<file path="src/rtl/bb_pkg.sv">
package bb_pkg;

  // Access size codes shared by master and memory ports
  typedef enum logic [1:0] {
    SZ_BYTE = 2'd0,
    SZ_HALF = 2'd1,
    SZ_WORD = 2'd2
  } accSize_t;

  // Sequencer states
  typedef enum logic [2:0] {
    ST_IDLE   = 3'd0,
    ST_RMW_RD = 3'd1,
    ST_RMW_WR = 3'd2,
    ST_PASS   = 3'd3,
    ST_DONE   = 3'd4
  } bbState_t;

  // Strobes from control to datapath
  typedef struct packed {
    logic capture;   // latch the master request and its decode
    logic loadRead;  // latch memory read data and form the result
  } dpStrobe_t;

endpackage

</file>
<file path="src/rtl/bb_datapath.sv">
module bb_datapath
  import bb_pkg::*;
#(
  parameter int ADDR_W      = 32,
  parameter int DATA_W      = 32,
  parameter int NUM_REGIONS = 2,
  parameter int WIN_BITS    = 25,
  parameter logic [NUM_REGIONS-1:0][ADDR_W-1:0] ALIAS_BASE  = {32'h4200_0000, 32'h2200_0000},
  parameter logic [NUM_REGIONS-1:0][ADDR_W-1:0] TARGET_BASE = {32'h4000_0000, 32'h2000_0000}
) (
  input  logic              clk,
  input  logic              rstN,
  input  dpStrobe_t         strobe,
  input  logic              mWrite,
  input  logic [ADDR_W-1:0] mAddr,
  input  logic [1:0]        mSize,
  input  logic [DATA_W-1:0] mWdata,
  input  logic [DATA_W-1:0] memRdata,
  output logic              aliasHit,
  output logic [ADDR_W-1:0] memAddr,
  output logic [1:0]        memSize,
  output logic [DATA_W-1:0] memWdata,
  output logic [DATA_W-1:0] mRdata
);

  // One alias word (4 bytes) per backing bit, 8 bits per backing byte
  localparam int ALIAS_SHIFT = 5;
  localparam int IDX_W       = $clog2(DATA_W);

  logic [NUM_REGIONS-1:0]             hitVec;
  logic [NUM_REGIONS-1:0][ADDR_W-1:0] tgtVec;
  logic [ADDR_W-1:0]                  tgtSel;
  logic [ADDR_W-1:0]                  tgtAligned;
  logic [IDX_W-1:0]                   idxRaw;
  logic [IDX_W-1:0]                   idxMasked;

  // Per-region window decode
  for (genvar g = 0; g < NUM_REGIONS; g++) begin : gRegion
    assign hitVec[g] = (mAddr[ADDR_W-1:WIN_BITS] == ALIAS_BASE[g][ADDR_W-1:WIN_BITS]);
    assign tgtVec[g] = TARGET_BASE[g] | ADDR_W'(mAddr[WIN_BITS-1:0] >> ALIAS_SHIFT);
  end

  always_comb begin
    tgtSel = '0;
    for (int i = 0; i < NUM_REGIONS; i++) begin
      if (hitVec[i]) tgtSel = tgtSel | tgtVec[i];
    end
  end

  assign aliasHit = |hitVec;
  assign idxRaw   = mAddr[IDX_W+1:2];

  // Alignment and bit-index width follow the access size
  always_comb begin
    unique case (mSize)
      SZ_BYTE: begin
        tgtAligned = tgtSel;
        idxMasked  = idxRaw & IDX_W'(7);
      end
      SZ_HALF: begin
        tgtAligned = {tgtSel[ADDR_W-1:1], 1'b0};
        idxMasked  = idxRaw & IDX_W'(15);
      end
      default: begin
        tgtAligned = {tgtSel[ADDR_W-1:2], 2'b00};
        idxMasked  = idxRaw;
      end
    endcase
  end

  // Latched request
  logic              regAlias;
  logic              regWrite;
  logic              regSetVal;
  logic [IDX_W-1:0]  regBitIdx;
  logic [ADDR_W-1:0] regAddr;
  logic [1:0]        regSize;
  logic [DATA_W-1:0] regWdata;
  logic [DATA_W-1:0] regData;
  logic [DATA_W-1:0] regResult;

  always_ff @(posedge clk or negedge rstN) begin
    if (!rstN) begin
      regAlias  <= 1'b0;
      regWrite  <= 1'b0;
      regSetVal <= 1'b0;
      regBitIdx <= '0;
      regAddr   <= '0;
      regSize   <= '0;
      regWdata  <= '0;
    end else if (strobe.capture) begin
      regAlias  <= aliasHit;
      regWrite  <= mWrite;
      regSetVal <= mWdata[0];
      regBitIdx <= idxMasked;
      regAddr   <= aliasHit ? tgtAligned : mAddr;
      regSize   <= mSize;
      regWdata  <= mWdata;
    end
  end

  always_ff @(posedge clk or negedge rstN) begin
    if (!rstN) begin
      regData   <= '0;
      regResult <= '0;
    end else if (strobe.loadRead) begin
      regData <= memRdata;
      if (regWrite)      regResult <= '0;
      else if (regAlias) regResult <= {{(DATA_W-1){1'b0}}, memRdata[regBitIdx]};
      else               regResult <= memRdata;
    end
  end

  // Read-modify-write value
  logic [DATA_W-1:0] bitMask;
  logic [DATA_W-1:0] rmwData;

  assign bitMask = DATA_W'(1) << regBitIdx;
  assign rmwData = regSetVal ? (regData | bitMask) : (regData & ~bitMask);

  assign memAddr  = regAddr;
  assign memSize  = regSize;
  assign memWdata = regAlias ? rmwData : regWdata;
  assign mRdata   = regResult;

endmodule

</file>
<file path="src/rtl/bb_ctrl.sv">
module bb_ctrl
  import bb_pkg::*;
(
  input  logic      clk,
  input  logic      rstN,
  input  logic      mReq,
  input  logic      mWrite,
  input  logic      aliasHit,
  input  logic      memReady,
  output dpStrobe_t strobe,
  output logic      memReq,
  output logic      memWrite,
  output logic      mReady
);

  bbState_t state;
  bbState_t nextState;
  logic     isWrite;

  always_ff @(posedge clk or negedge rstN) begin
    if (!rstN) begin
      state   <= ST_IDLE;
      isWrite <= 1'b0;
    end else begin
      state <= nextState;
      if (strobe.capture) isWrite <= mWrite;
    end
  end

  always_comb begin
    nextState       = state;
    strobe.capture  = 1'b0;
    strobe.loadRead = 1'b0;
    memReq          = 1'b0;
    memWrite        = 1'b0;
    mReady          = 1'b0;
    unique case (state)
      ST_IDLE: begin
        if (mReq) begin
          strobe.capture = 1'b1;
          nextState      = aliasHit ? ST_RMW_RD : ST_PASS;
        end
      end
      ST_RMW_RD: begin
        memReq = 1'b1;
        if (memReady) begin
          strobe.loadRead = 1'b1;
          nextState       = isWrite ? ST_RMW_WR : ST_DONE;
        end
      end
      ST_RMW_WR: begin
        memReq   = 1'b1;
        memWrite = 1'b1;
        if (memReady) nextState = ST_DONE;
      end
      ST_PASS: begin
        memReq   = 1'b1;
        memWrite = isWrite;
        if (memReady) begin
          strobe.loadRead = 1'b1;
          nextState       = ST_DONE;
        end
      end
      ST_DONE: begin
        mReady    = 1'b1;
        nextState = ST_IDLE;
      end
      default: nextState = ST_IDLE;
    endcase
  end

endmodule

</file>
<file path="src/rtl/bitband_bridge.sv">
module bitband_bridge
  import bb_pkg::*;
#(
  parameter int ADDR_W      = 32,
  parameter int DATA_W      = 32,
  parameter int NUM_REGIONS = 2,
  parameter int WIN_BITS    = 25,
  parameter logic [NUM_REGIONS-1:0][ADDR_W-1:0] ALIAS_BASE  = {32'h4200_0000, 32'h2200_0000},
  parameter logic [NUM_REGIONS-1:0][ADDR_W-1:0] TARGET_BASE = {32'h4000_0000, 32'h2000_0000}
) (
  input  logic              clk,
  input  logic              rstN,
  input  logic              mReq,
  input  logic              mWrite,
  input  logic [ADDR_W-1:0] mAddr,
  input  logic [1:0]        mSize,
  input  logic [DATA_W-1:0] mWdata,
  output logic              mReady,
  output logic [DATA_W-1:0] mRdata,
  output logic              memReq,
  output logic              memWrite,
  output logic [ADDR_W-1:0] memAddr,
  output logic [1:0]        memSize,
  output logic [DATA_W-1:0] memWdata,
  input  logic              memReady,
  input  logic [DATA_W-1:0] memRdata
);

  dpStrobe_t strobe;
  logic      aliasHit;

  bb_ctrl i_ctrl (
    .clk      (clk),
    .rstN     (rstN),
    .mReq     (mReq),
    .mWrite   (mWrite),
    .aliasHit (aliasHit),
    .memReady (memReady),
    .strobe   (strobe),
    .memReq   (memReq),
    .memWrite (memWrite),
    .mReady   (mReady)
  );

  bb_datapath #(
    .ADDR_W      (ADDR_W),
    .DATA_W      (DATA_W),
    .NUM_REGIONS (NUM_REGIONS),
    .WIN_BITS    (WIN_BITS),
    .ALIAS_BASE  (ALIAS_BASE),
    .TARGET_BASE (TARGET_BASE)
  ) i_datapath (
    .clk      (clk),
    .rstN     (rstN),
    .strobe   (strobe),
    .mWrite   (mWrite),
    .mAddr    (mAddr),
    .mSize    (mSize),
    .mWdata   (mWdata),
    .memRdata (memRdata),
    .aliasHit (aliasHit),
    .memAddr  (memAddr),
    .memSize  (memSize),
    .memWdata (memWdata),
    .mRdata   (mRdata)
  );

endmodule

</file>
<file path="config.mk">
export PLATFORM = sky130hd
export DESIGN_NAME = bitband_bridge
export DESIGN_NICKNAME = d
export VERILOG_FILES = /design/src/rtl/bb_pkg.sv /design/src/rtl/bb_datapath.sv /design/src/rtl/bb_ctrl.sv /design/src/rtl/bitband_bridge.sv
export SDC_FILE = /design/constraint.sdc
export NUM_CORES = 1
export LEC_CHECK = 0
export BUFFER_PORTS_ARGS = -buffer_cell sky130_fd_sc_hd__buf_2
export CAP_MARGIN = 40
export CORE_MARGIN = 8
export CORE_UTILIZATION = 52
export DETAILED_ROUTE_END_ITERATION = 12
export PLACE_DENSITY = 0.81
export SETUP_SLACK_MARGIN = 0.02
export SLEW_MARGIN = 20
export SYNTH_ARGS = -nofsm -noshare
export SYNTH_HDL_FRONTEND = slang
export SYNTH_SLANG_ARGS = --single-unit
export TNS_END_PERCENT = 20
</file>
<file path="constraint.sdc">
create_clock -name clk -period 2.3 [get_ports clk]
set_clock_uncertainty 0.15 [all_clocks]
set_input_delay 0.46 -clock clk [delete_from_list [all_inputs] [get_ports clk]]
set_output_delay 0.46 -clock clk [all_outputs]
set_load 0.1 [all_outputs]
</file>
==> impl_metrics.tcl <==
set metrics [dict create \
    status "finished, violations left" \
    violations "negative setup slack" \
    initial_utilization 0.528 \
    cts_tree "done" \
    grt_pass1_wl_mm 32.3 \
    worst_slew_pin_slew_ns 0.560 \
    grt_pass1_vias 6082 \
    drv_cap 0 \
    synth_area_per_cell_um2 10.1 \
    antenna_found_initial 2 \
    dr.pass1.iters 7 \
    synth_edf_count 0 \
    fillers 832 \
    cpMaxStageDelayCell "dfrtp_2" \
    cp_cell_sequence "nand2b_4, nor2_2, a21oi_1, a21oi_1, mux2_4, buf_12" \
    grt_max_degree 61 \
    synth_flop_cell "dfrtp_1" \
    rsz0062_at_grt "yes" \
    use_met3 0.0799 \
    synthCells 651 \
    syn_nets 754 \
    hold_path.startpoint "mWdata[0]" \
    hpwlAfterDp_mm 14.7 \
    gp_congestion 0.854 \
    wl_mm 21.4 \
    worst_slack_ns -0.328 \
    ant_nets 0 \
    cp_common_cell "a21oi_1" \
    clk_path_buf_depth 2 \
    clk_pin_slew_ns 0.06 \
    min_path_type "input port to flip-flop" \
    synth_area_um2 6580 \
    drt_iter0_markers 384 \
    top_usage_layer "met2" \
    endpoint_kind "output pin" \
    fin_crit_sh 1.14 \
    crit_type "flip-flop to output pin" \
    reg2reg_from "i_datapath.regBitIdx[1]" \
    setup_viol 32 \
    die_y_um 129 \
    fp.dieW_um 129 \
    layout-drive-gt1-share 0.414 \
    seq_area_frac_synth 0.532 \
    rows 41 \
    yosys_warnings 0 \
    vias 5962 \
    post-route-util 0.756 \
    cts.sinks 140 \
    grt_overflow 0 \
    clk_latency_ns 0.41 \
    crit_arrival_ns 2.02 \
    cts_root_buf "clkbuf_16" \
    seq_area_um2 3510 \
    dp.cells 1011 \
    min_to "i_datapath.regWdata[0]" \
    rr_worst_depth 7 \
    worstSetupStartpoint "i_datapath.regBitIdx[4]" \
    async_flop_share 1.00 \
    drcViolationCount 0 \
    final.min_clock_period_ns 2.63 \
    r2r_slack_ns 0.05 \
    holdPathStages 3 \
    core_area_um2 12500 \
    multiInputGateArea_um2 3200 \
    slew_viol_final 0 \
    areaGrowthSynthToFinish_pct 43.1 \
    nNetsFinal 969 \
    crit_fanout 6 \
    yosysUniqueCellTypes 38 \
    wl_per_cell_um 20.3 \
    fin_cells 1052 \
    ios 204 \
    grt_usage 0.252 \
    use_met2 0.407 \
    numPortBuffers 203 \
    report.final.hold_viol_count 0 \
    tns_ns -7.90 \
    final.hold.worst_slack_ns 0.0842 \
    reg2reg_to "i_datapath.mRdata[0]" \
    cp_slowest_stage_delay_ns 0.48 \
    clock.fmax_mhz 380 \
    critPathLaunchType "flip-flop" \
    ys_ff_latch 140 \
    htree_levels 4 \
    numCtsBuffers 17 \
    grt_util_met1 0.305 \
    relSlewSlack 0.627 \
    avgViaCountPerCell 5.67 \
    crit_required_ns 1.69 \
    die_area_um2 16500 \
]
through the flow:
step                worst slack [ns]  instance area (µm²)
floorplan                    -0.0963                 6590
CTS                           -0.239                 9320
finish                        -0.328                 9420
detailed placement           -0.0367                 8390
global placement             -0.0124                 8390
global route                  -0.365                 9420
routing by layer:
metal / routed length, µm / vias to the layer above
met4: 730 / 4
met3: 2060 / 62
met5: 26 / -
met1: 8380 / 2860
met2: 10200 / 350
li1: - / 2686
kinds of logic after synthesis:
group	Yosys count	synth area share
and+or+nand+nor	227	0.145
AOI/OAI and AO/OA	140	0.130
DFF	140	0.532
muxes	93	0.158
buffers and inverters	50	0.0336
xor gates and xnor gates	1	0.00133
cell usage in the layout (no fill, tap or decap), types with 5 or more instances in the layout:
master and n:
buf_2 170, nand2_1 169, dfrtp_1 135, a21oi_1 38, buf_12 36, mux2_1 33, a22o_1 32, o21ai_1 28
buf_4 26, mux2i_1 25, a21oi_2 23, mux2_4 22, clkbuf_16 17, mux2_2 11, buf_6 10, nor2_1 9
nor2_4 5, nor2_2 5, nor3_4 5, nor2b_1 5, dfrtp_2 5
layout make-up:
type                            instances  area share
Tap cell                              172      0.0228
Antenna cell                            1    0.000266
Inverter                                3     0.00120
Clock buffer                           22      0.0503
Timing Repair Buffer                  243       0.201
Clock inverter                         10      0.0122
Multi-Input combinational cell        461       0.340
Sequential cell                       140       0.373
worst max path at each step:
stage                         to  slack (ns)  cells past startpoint
detailed placement   memWdata[4]       -0.04                      4
floorplan                 memReq        -0.1                      2
global placement    memWdata[16]       -0.01                      5
global route        memWdata[18]       -0.37                      6
finish               memWdata[9]       -0.33                      6
CTS                  memWdata[2]       -0.24                      6
critical path, delay by kind of cell (launching register included):
| family | cells | cell delay (ns) |
|---|---|---|
| AOI/OAI and AO/OA | 2 | 0.33 |
| buffers and inverters | 1 | 0.17 |
| DFF | 1 | 0.48 |
| muxes | 1 | 0.20 |
| and+or+nand+nor | 2 | 0.42 |
state kept, by name, summed over array words and instances, names as in the netlist:
name and flops:
i_datapath.regBitIdx 5, i_datapath.mRdata 32, i_datapath.memSize 2, i_ctrl.state 3, i_datapath.regData 32, i_datapath.regAlias 1, i_ctrl.isWrite 1, i_datapath.regWdata 32
i_datapath.memAddr 32
timing repair:
| action | in CTS | in global routing |
|---|---|---|
| hold buffers | 1 | 0 |
| pin swaps | 12 | 2 |
| gates resized for setup | 73 | 26 |
| endpoints found under the setup margin | 32 | 33 |
| setup buffers | 7 | 0 |
| hold endpoints to repair | 52 | 0 |
Yosys cell counts (7+ instances only):
library cell / count / area [µm²]
a21oi_1: 62 / 310
o21ai_1: 28 / 140
nand2b_1: 7 / 43.8
mux2_1: 34 / 383
dfrtp_1: 140 / 3500
nor3_1: 9 / 45.0
clkbuf_1: 25 / 93.8
nor2_1: 19 / 71.3
a22o_1: 32 / 280
mux2_2: 32 / 360
mux2i_1: 25 / 250
buf_2: 18 / 90.1
nand2_1: 170 / 638
Power is not shown: default switching activity piles up to over one toggle a cycle in this logic, so the estimate is an artifact.
